### src/rtl/rxq_pkg.sv
package rxq_pkg;

  localparam int unsigned STAT_W  = 16;
  localparam int unsigned FIELD_W = 6;
  localparam int unsigned PAR_LSB = 8;
  localparam int unsigned FRM_LSB = 0;

  localparam int unsigned TAG_N   = 2;
  localparam int unsigned TAG_PAR = 0;
  localparam int unsigned TAG_FRM = 1;

  typedef logic [TAG_N-1:0] rxq_tag_t;

  function automatic logic [STAT_W-1:0] pack_status(
    input logic [FIELD_W-1:0] par_field,
    input logic [FIELD_W-1:0] frm_field
  );
    logic [STAT_W-1:0] w;
    w = '0;
    w[PAR_LSB +: FIELD_W] = par_field;
    w[FRM_LSB +: FIELD_W] = frm_field;
    return w;
  endfunction

endpackage

### src/rtl/rxq_ptrs.sv
module rxq_ptrs #(
  parameter int unsigned DEPTH = 64,
  localparam int unsigned AW = $clog2(DEPTH),
  localparam int unsigned LW = AW + 1
) (
  input  logic          clk,
  input  logic          rst,
  input  logic          clr,
  input  logic          push,
  input  logic          pop,
  output logic          wr_en,
  output logic          rd_en,
  output logic [AW-1:0] wr_addr,
  output logic [AW-1:0] rd_addr,
  output logic [LW-1:0] level,
  output logic          full,
  output logic          empty,
  output logic          overrun
);

  localparam logic [LW-1:0] LVL_MAX = LW'(DEPTH);
  localparam logic [AW-1:0] PTR_LAST = AW'(DEPTH - 1);

  logic [AW-1:0] wr_q, rd_q;
  logic [LW-1:0] lvl_q;
  logic          ovr_q;

  assign full  = (lvl_q == LVL_MAX);
  assign empty = (lvl_q == '0);

  // a pop is taken only from a non-empty queue; a push at full rides on a same-cycle pop
  assign rd_en = pop && !empty && !clr;
  assign wr_en = push && (!full || rd_en) && !clr;

  function automatic logic [AW-1:0] bump(input logic [AW-1:0] p);
    return (p == PTR_LAST) ? '0 : p + 1'b1;
  endfunction

  always_ff @(posedge clk) begin
    if (rst || clr) begin
      wr_q  <= '0;
      rd_q  <= '0;
      lvl_q <= '0;
      ovr_q <= 1'b0;
    end else begin
      if (wr_en) wr_q <= bump(wr_q);
      if (rd_en) rd_q <= bump(rd_q);
      lvl_q <= lvl_q + LW'(wr_en) - LW'(rd_en);
      if (push && !wr_en) ovr_q <= 1'b1;
    end
  end

  assign wr_addr = wr_q;
  assign rd_addr = rd_q;
  assign level   = lvl_q;
  assign overrun = ovr_q;

  logic armed;
  always_ff @(posedge clk) begin
    if (rst) armed <= 1'b0;
    else     armed <= 1'b1;
  end


  level_in_range_chk: assert property (@(posedge clk) disable iff (rst)
    level <= LVL_MAX);


  overrun_sticky_chk: assert property (@(posedge clk) disable iff (rst)
    (armed && $past(overrun) && !$past(clr)) |-> overrun);


  empty_pop_inert_chk: assert property (@(posedge clk) disable iff (rst)
    (empty && pop && !push && !clr) |=> empty);

endmodule

### src/rtl/rxq_store.sv
module rxq_store #(
  parameter int unsigned DEPTH  = 64,
  parameter int unsigned DATA_W = 8,
  localparam int unsigned AW = $clog2(DEPTH),
  localparam int unsigned TW = rxq_pkg::TAG_N,
  localparam int unsigned EW = DATA_W + TW
) (
  input  logic          clk,
  input  logic          rst,
  input  logic          wr_en,
  input  logic [AW-1:0] wr_addr,
  input  logic [EW-1:0] wr_entry,
  input  logic          rd_en,
  input  logic [AW-1:0] rd_addr,
  output logic [EW-1:0] rd_entry,
  output logic [TW-1:0] head_tag
);

  // data and tags in one wide word: simple dual-port RAM with a registered read
  logic [EW-1:0] ram [DEPTH];
  logic [EW-1:0] rd_q;

  always_ff @(posedge clk) begin
    if (wr_en) ram[wr_addr] <= wr_entry;
  end

  always_ff @(posedge clk) begin
    if (rst)        rd_q <= '0;
    else if (rd_en) rd_q <= ram[rd_addr];
  end

  assign rd_entry = rd_q;

  // small tag shadow read asynchronously so the tallies learn the outgoing tag in the pop cycle
  logic [TW-1:0] tag_mem [DEPTH];

  always_ff @(posedge clk) begin
    if (wr_en) tag_mem[wr_addr] <= wr_entry[TW-1:0];
  end

  assign head_tag = tag_mem[rd_addr];

endmodule

### src/rtl/rxq_errcnt.sv
module rxq_errcnt #(
  parameter int unsigned DEPTH = 64,
  localparam int unsigned LW = $clog2(DEPTH) + 1
) (
  input  logic          clk,
  input  logic          rst,
  input  logic          clr,
  input  logic          inc,
  input  logic          dec,
  output logic [LW-1:0] cnt
);

  localparam logic [LW-1:0] CNT_MAX = LW'(DEPTH);

  logic [LW-1:0] cnt_q;

  always_ff @(posedge clk) begin
    if (rst || clr) cnt_q <= '0;
    else            cnt_q <= cnt_q + LW'(inc) - LW'(dec);
  end

  assign cnt = cnt_q;

  logic armed;
  always_ff @(posedge clk) begin
    if (rst) armed <= 1'b0;
    else     armed <= 1'b1;
  end


  tally_in_range_chk: assert property (@(posedge clk) disable iff (rst)
    cnt <= CNT_MAX);


  tally_single_step_chk: assert property (@(posedge clk) disable iff (rst)
    (armed && !$past(clr)) |->
      (cnt == $past(cnt) || cnt == $past(cnt) + 1'b1 || cnt == $past(cnt) - 1'b1));

endmodule

### src/rtl/rxq_err_fifo.sv
module rxq_err_fifo #(
  parameter int unsigned DEPTH  = 64,
  parameter int unsigned DATA_W = 8,
  localparam int unsigned AW = $clog2(DEPTH),
  localparam int unsigned LW = AW + 1
) (
  input  logic              clk,
  input  logic              rst,
  input  logic              clr,
  input  logic              push,
  input  logic [DATA_W-1:0] push_data,
  input  logic              push_perr,
  input  logic              push_ferr,
  input  logic              pop,
  output logic [DATA_W-1:0] pop_data,
  output logic              pop_perr,
  output logic              pop_ferr,
  output logic [LW-1:0]     level,
  output logic              full,
  output logic              empty,
  output logic              overrun,
  output logic              err_any,
  output logic [15:0]       stat_word
);

  import rxq_pkg::*;

  localparam int unsigned EW = DATA_W + TAG_N;

  logic          wr_en, rd_en;
  logic [AW-1:0] wr_addr, rd_addr;
  rxq_tag_t      in_tag, head_tag;
  logic [EW-1:0] rd_entry;

  assign in_tag[TAG_PAR] = push_perr;
  assign in_tag[TAG_FRM] = push_ferr;

  rxq_ptrs #(.DEPTH(DEPTH)) u_ptrs (
    .clk     (clk),
    .rst     (rst),
    .clr     (clr),
    .push    (push),
    .pop     (pop),
    .wr_en   (wr_en),
    .rd_en   (rd_en),
    .wr_addr (wr_addr),
    .rd_addr (rd_addr),
    .level   (level),
    .full    (full),
    .empty   (empty),
    .overrun (overrun)
  );

  rxq_store #(.DEPTH(DEPTH), .DATA_W(DATA_W)) u_store (
    .clk      (clk),
    .rst      (rst),
    .wr_en    (wr_en),
    .wr_addr  (wr_addr),
    .wr_entry ({push_data, in_tag}),
    .rd_en    (rd_en),
    .rd_addr  (rd_addr),
    .rd_entry (rd_entry),
    .head_tag (head_tag)
  );

  assign pop_data = rd_entry[EW-1:TAG_N];
  assign pop_perr = rd_entry[TAG_PAR];
  assign pop_ferr = rd_entry[TAG_FRM];

  // one resident-entry tally per tag kind, kept one bit wider than the status field
  logic [LW-1:0] tally [TAG_N];

  for (genvar k = 0; k < TAG_N; k++) begin : g_tally
    rxq_errcnt #(.DEPTH(DEPTH)) u_cnt (
      .clk (clk),
      .rst (rst),
      .clr (clr),
      .inc (wr_en && in_tag[k]),
      .dec (rd_en && head_tag[k]),
      .cnt (tally[k])
    );
  end

  // the wide tally sees the full-queue case that the 6-bit field wraps to zero
  assign err_any = (tally[TAG_PAR] != '0) || (tally[TAG_FRM] != '0);

  logic [LW+FIELD_W-1:0] par_ext, frm_ext;
  assign par_ext = {{FIELD_W{1'b0}}, tally[TAG_PAR]};
  assign frm_ext = {{FIELD_W{1'b0}}, tally[TAG_FRM]};

  assign stat_word = pack_status(par_ext[FIELD_W-1:0], frm_ext[FIELD_W-1:0]);


  par_within_level_chk: assert property (@(posedge clk) disable iff (rst)
    tally[TAG_PAR] <= level);


  frm_within_level_chk: assert property (@(posedge clk) disable iff (rst)
    tally[TAG_FRM] <= level);


  empty_no_err_chk: assert property (@(posedge clk) disable iff (rst)
    empty |-> !err_any);


  clr_empties_chk: assert property (@(posedge clk) disable iff (rst)
    clr |=> (empty && !err_any && !overrun));

endmodule

### config.mk
export PLATFORM = sky130hd
export DESIGN_NAME = rxq_err_fifo
export DESIGN_NICKNAME = d
export VERILOG_FILES = /design/src/rtl/rxq_pkg.sv /design/src/rtl/rxq_ptrs.sv /design/src/rtl/rxq_store.sv /design/src/rtl/rxq_errcnt.sv /design/src/rtl/rxq_err_fifo.sv
export SDC_FILE = /design/constraint.sdc
export NUM_CORES = 1
export LEC_CHECK = 0
export ABC_CLOCK_PERIOD_IN_PS = 4200
export BUFFER_PORTS_ARGS = -buffer_cell sky130_fd_sc_hd__buf_2
export CAP_MARGIN = 10
export CORE_ASPECT_RATIO = 1.25
export CORE_UTILIZATION = 40
export CTS_CLUSTER_SIZE = 24
export DETAILED_ROUTE_END_ITERATION = 6
export PLACE_DENSITY_LB_ADDON = 0.15
export SYNTH_ARGS = -nofsm -noshare
export SYNTH_HDL_FRONTEND = slang
export SYNTH_SLANG_ARGS = --single-unit
### constraint.sdc
create_clock -name clk -period 4.2 [get_ports clk]
set_input_delay 0.84 -clock clk [delete_from_list [all_inputs] [get_ports clk]]
set_output_delay 0.84 -clock clk [all_outputs]
set_load 0.005 [all_outputs]
==> impl_metrics.tcl <==
set metrics [dict create \
    dr.pass1.iters 5 \
    top_usage_layer "met2" \
    postRouteAntennaNets 0 \
    final_nets 1718 \
    cts_setup_buffers 0 \
    antenna_found_initial 0 \
    cp.required_ps 4740 \
    max_slew.worst_pin.slew_ps 1190 \
    hold_viol 0 \
    worst_setup_path_start_kind "register" \
    fp.dieArea_sq_um 72200 \
    status "finished, final reports clean" \
    synth-seq-cells 690 \
    met2_usage 0.357 \
    worstPathArrival_ps 4400 \
    final.setup_skew_ps 25.2 \
    path_class "reg -> reg" \
    async_flop_share 0 \
    gp_congestion 0.818 \
    wl_per_cell_um 27.6 \
    met3_usage 0.0340 \
    yosys_warnings 0 \
    final.setup.tns_ps 0 \
    hold_buffers 0 \
    rsz0062_at_grt "no" \
    drc 0 \
    row_count 108 \
    holdWs_ps 479 \
    start_util 0.407 \
    numPortBuffers 47 \
    ys.flop_type "edfxtp_1" \
    worst_setup_path_end_kind "register" \
    core_area_sq_um 69900 \
    grt_util_all_layers 0.208 \
    slew_violations 0 \
    yosys.cell_types.count 58 \
    diodes 0 \
    cts_root_buf "clkbuf_16" \
    die_h_um 300 \
    clk_latency_ps 610 \
    power_leakage_nw 10.3 \
    drive_gt1_frac 0.267 \
    grt_pass1_vias 15400 \
    chipWidth_um 241 \
    crit_fanout 16 \
    syn_area_per_cell_sq_um 18.7 \
    grt_max_degree 65 \
    cap_violations 0 \
    cts.sinks 690 \
    cts_resized 0 \
    grt.met1_usage 0.259 \
    hpwl_mm 48.5 \
    cts_tree "yes" \
    ys_seq_area_frac 0.711 \
    dr_total_vias 14800 \
    cts.clk_slew.worst_paths_ps 60 \
    top_level_ports 52 \
    worstHoldPathType "in -> reg" \
    slew_headroom 0.204 \
    numCtsBuffers 69 \
    max_freq_ghz 0.259 \
    avgViaCountPerCell 5.55 \
    finalSetupViolCount 0 \
    final_util 0.465 \
    power_mw 15.0 \
    wirelength_mm 73.4 \
    finalCriticalPeriod_ps 3860 \
    powerDensity_nw_per_um2 462 \
    grt_overflow 0 \
    htreeDepth 3 \
    ir_drop_v 0.000273 \
    period_share 0.919 \
    synth_edf_count 640 \
    syn_to_final_growth_pct 14.3 \
    cts_buffer_depth 3 \
    grt_pass1_wl_mm 106 \
    drt_first_iter_violations 1341 \
    syn_area_sq_um 28500 \
    syn_inst 1518 \
]
## sequential cells by signal, summed over array words and instances (netlist names), named ones only
| register | flops |
|---|---|
| g_tally.u_cnt.cnt | 14 |
| u_ptrs.level | 7 |
| u_ptrs.overrun | 1 |
| u_ptrs.rd_addr | 6 |
| u_ptrs.wr_addr | 6 |
| u_store.ram | 640 |
| u_store.rd_entry | 10 |
## per-layer routing
layer | share of wire | up-vias
li1 | - | 6421
met2 | 0.52 | 396
met4 | 0.039 | 0
met3 | 0.051 | 107
met1 | 0.39 | 7830
met5 | 0 | -
## area by class of cell
type / count / area (sq um)
Clock buffer: 91 / 1900
Multi-Input combinational cell: 699 / 7510
Clock inverter: 33 / 253
Tap cell: 935 / 1170
Timing Repair Buffer: 175 / 1310
Inverter: 36 / 135
Sequential cell: 690 / 20200
Fill cell: 5962 / 37300
## stage by stage
step / setup slack (ps) / cell area (sq um) / cells
after floorplan: 572 / 28500 / 1521
after global placement: 356 / 30400 / 2535
after detailed placement: 335 / 30400 / 2535
after CTS: 318 / 32500 / 2659
after global routing: 77.3 / 32500 / 2659
final: 341 / 32500 / 2659
## power breakdown
| group | internal, mW | switching [mW] |
|---|---|---|
| combinational | 0.634 | 0.777 |
| clock | 3.34 | 2.60 |
| sequential | 7.59 | 0.0760 |
| total | 11.6 | 3.46 |
## path summary, 6_finish.rpt
kind	startpoint	to	slack (ps)	depth (start not counted)
max	register	g_tally[1].u_cnt.cnt[6]	340	16
min	push	u_ptrs.overrun	480	3
max reg2reg	register	g_tally[1].u_cnt.cnt[6]	340	16
min reg2reg	u_ptrs.overrun	u_ptrs.overrun	490	2
## synthesized netlist by cell type (all sizes together) (14+ instances only)
library cell    n  share of area
dfxtp          50          0.035
o21ai          17         0.0030
edfxtp        640           0.68
inv            35         0.0046
clkbuf         26         0.0036
mux2i          61          0.021
ha             29          0.013
nor3           18         0.0032
buf            70          0.017
o22ai          15         0.0033
nor2b          27         0.0059
a22oi          14         0.0037
a21oi          35         0.0062
a211oi         21         0.0055
nor2          110          0.015
nand2          45         0.0060
mux4          181           0.14
## cells in the final DEF, fill, tap and decap left out, drive strengths merged, types with 5 or more instances in the layout
cell,count
a2111oi,6
a211oi,21
a21oi,35
a22o,7
a22oi,14
and2,10
buf,175
clkbuf,91
clkinv,26
dfxtp,50
edfxtp,640
ha,29
inv,39
mux2i,61
mux4,181
nand2,45
nand3,9
nand3b,6
nor2,110
nor2b,27
nor3,18
nor4,10
o21ai,17
o22ai,15
or3,5
xnor2,10
xor2,9
## critical path: stages, from the launching register on
cell      delay, ps
dfxtp_2         350
buf_4           320
mux4_2          550
mux2i_1         170
a22oi_1         140
nand4_1         150
a21oi_1         130
ha_1            310
inv_1            40
ha_1            200
fa_1            430
a21oi_1         180
o21bai_1        110
a21oi_1         160
nor2_1           60
or3_1           340
a21oi_1         140
## cell families after synthesis
| kind of cell | count (synthesis) | synth area share |
|---|---|---|
| adders and majority gates | 32 | 0.0149 |
| DFF | 690 | 0.711 |
| other | 1 | 0.000132 |
| xor gates and xnor gates | 19 | 0.00585 |
| and+or+nand+nor | 261 | 0.0436 |
| buffers and inverters | 132 | 0.0257 |
| muxes | 243 | 0.166 |
| AOI/OAI and AO/OA | 140 | 0.0330 |
Power figures use the tool's default switching activity.
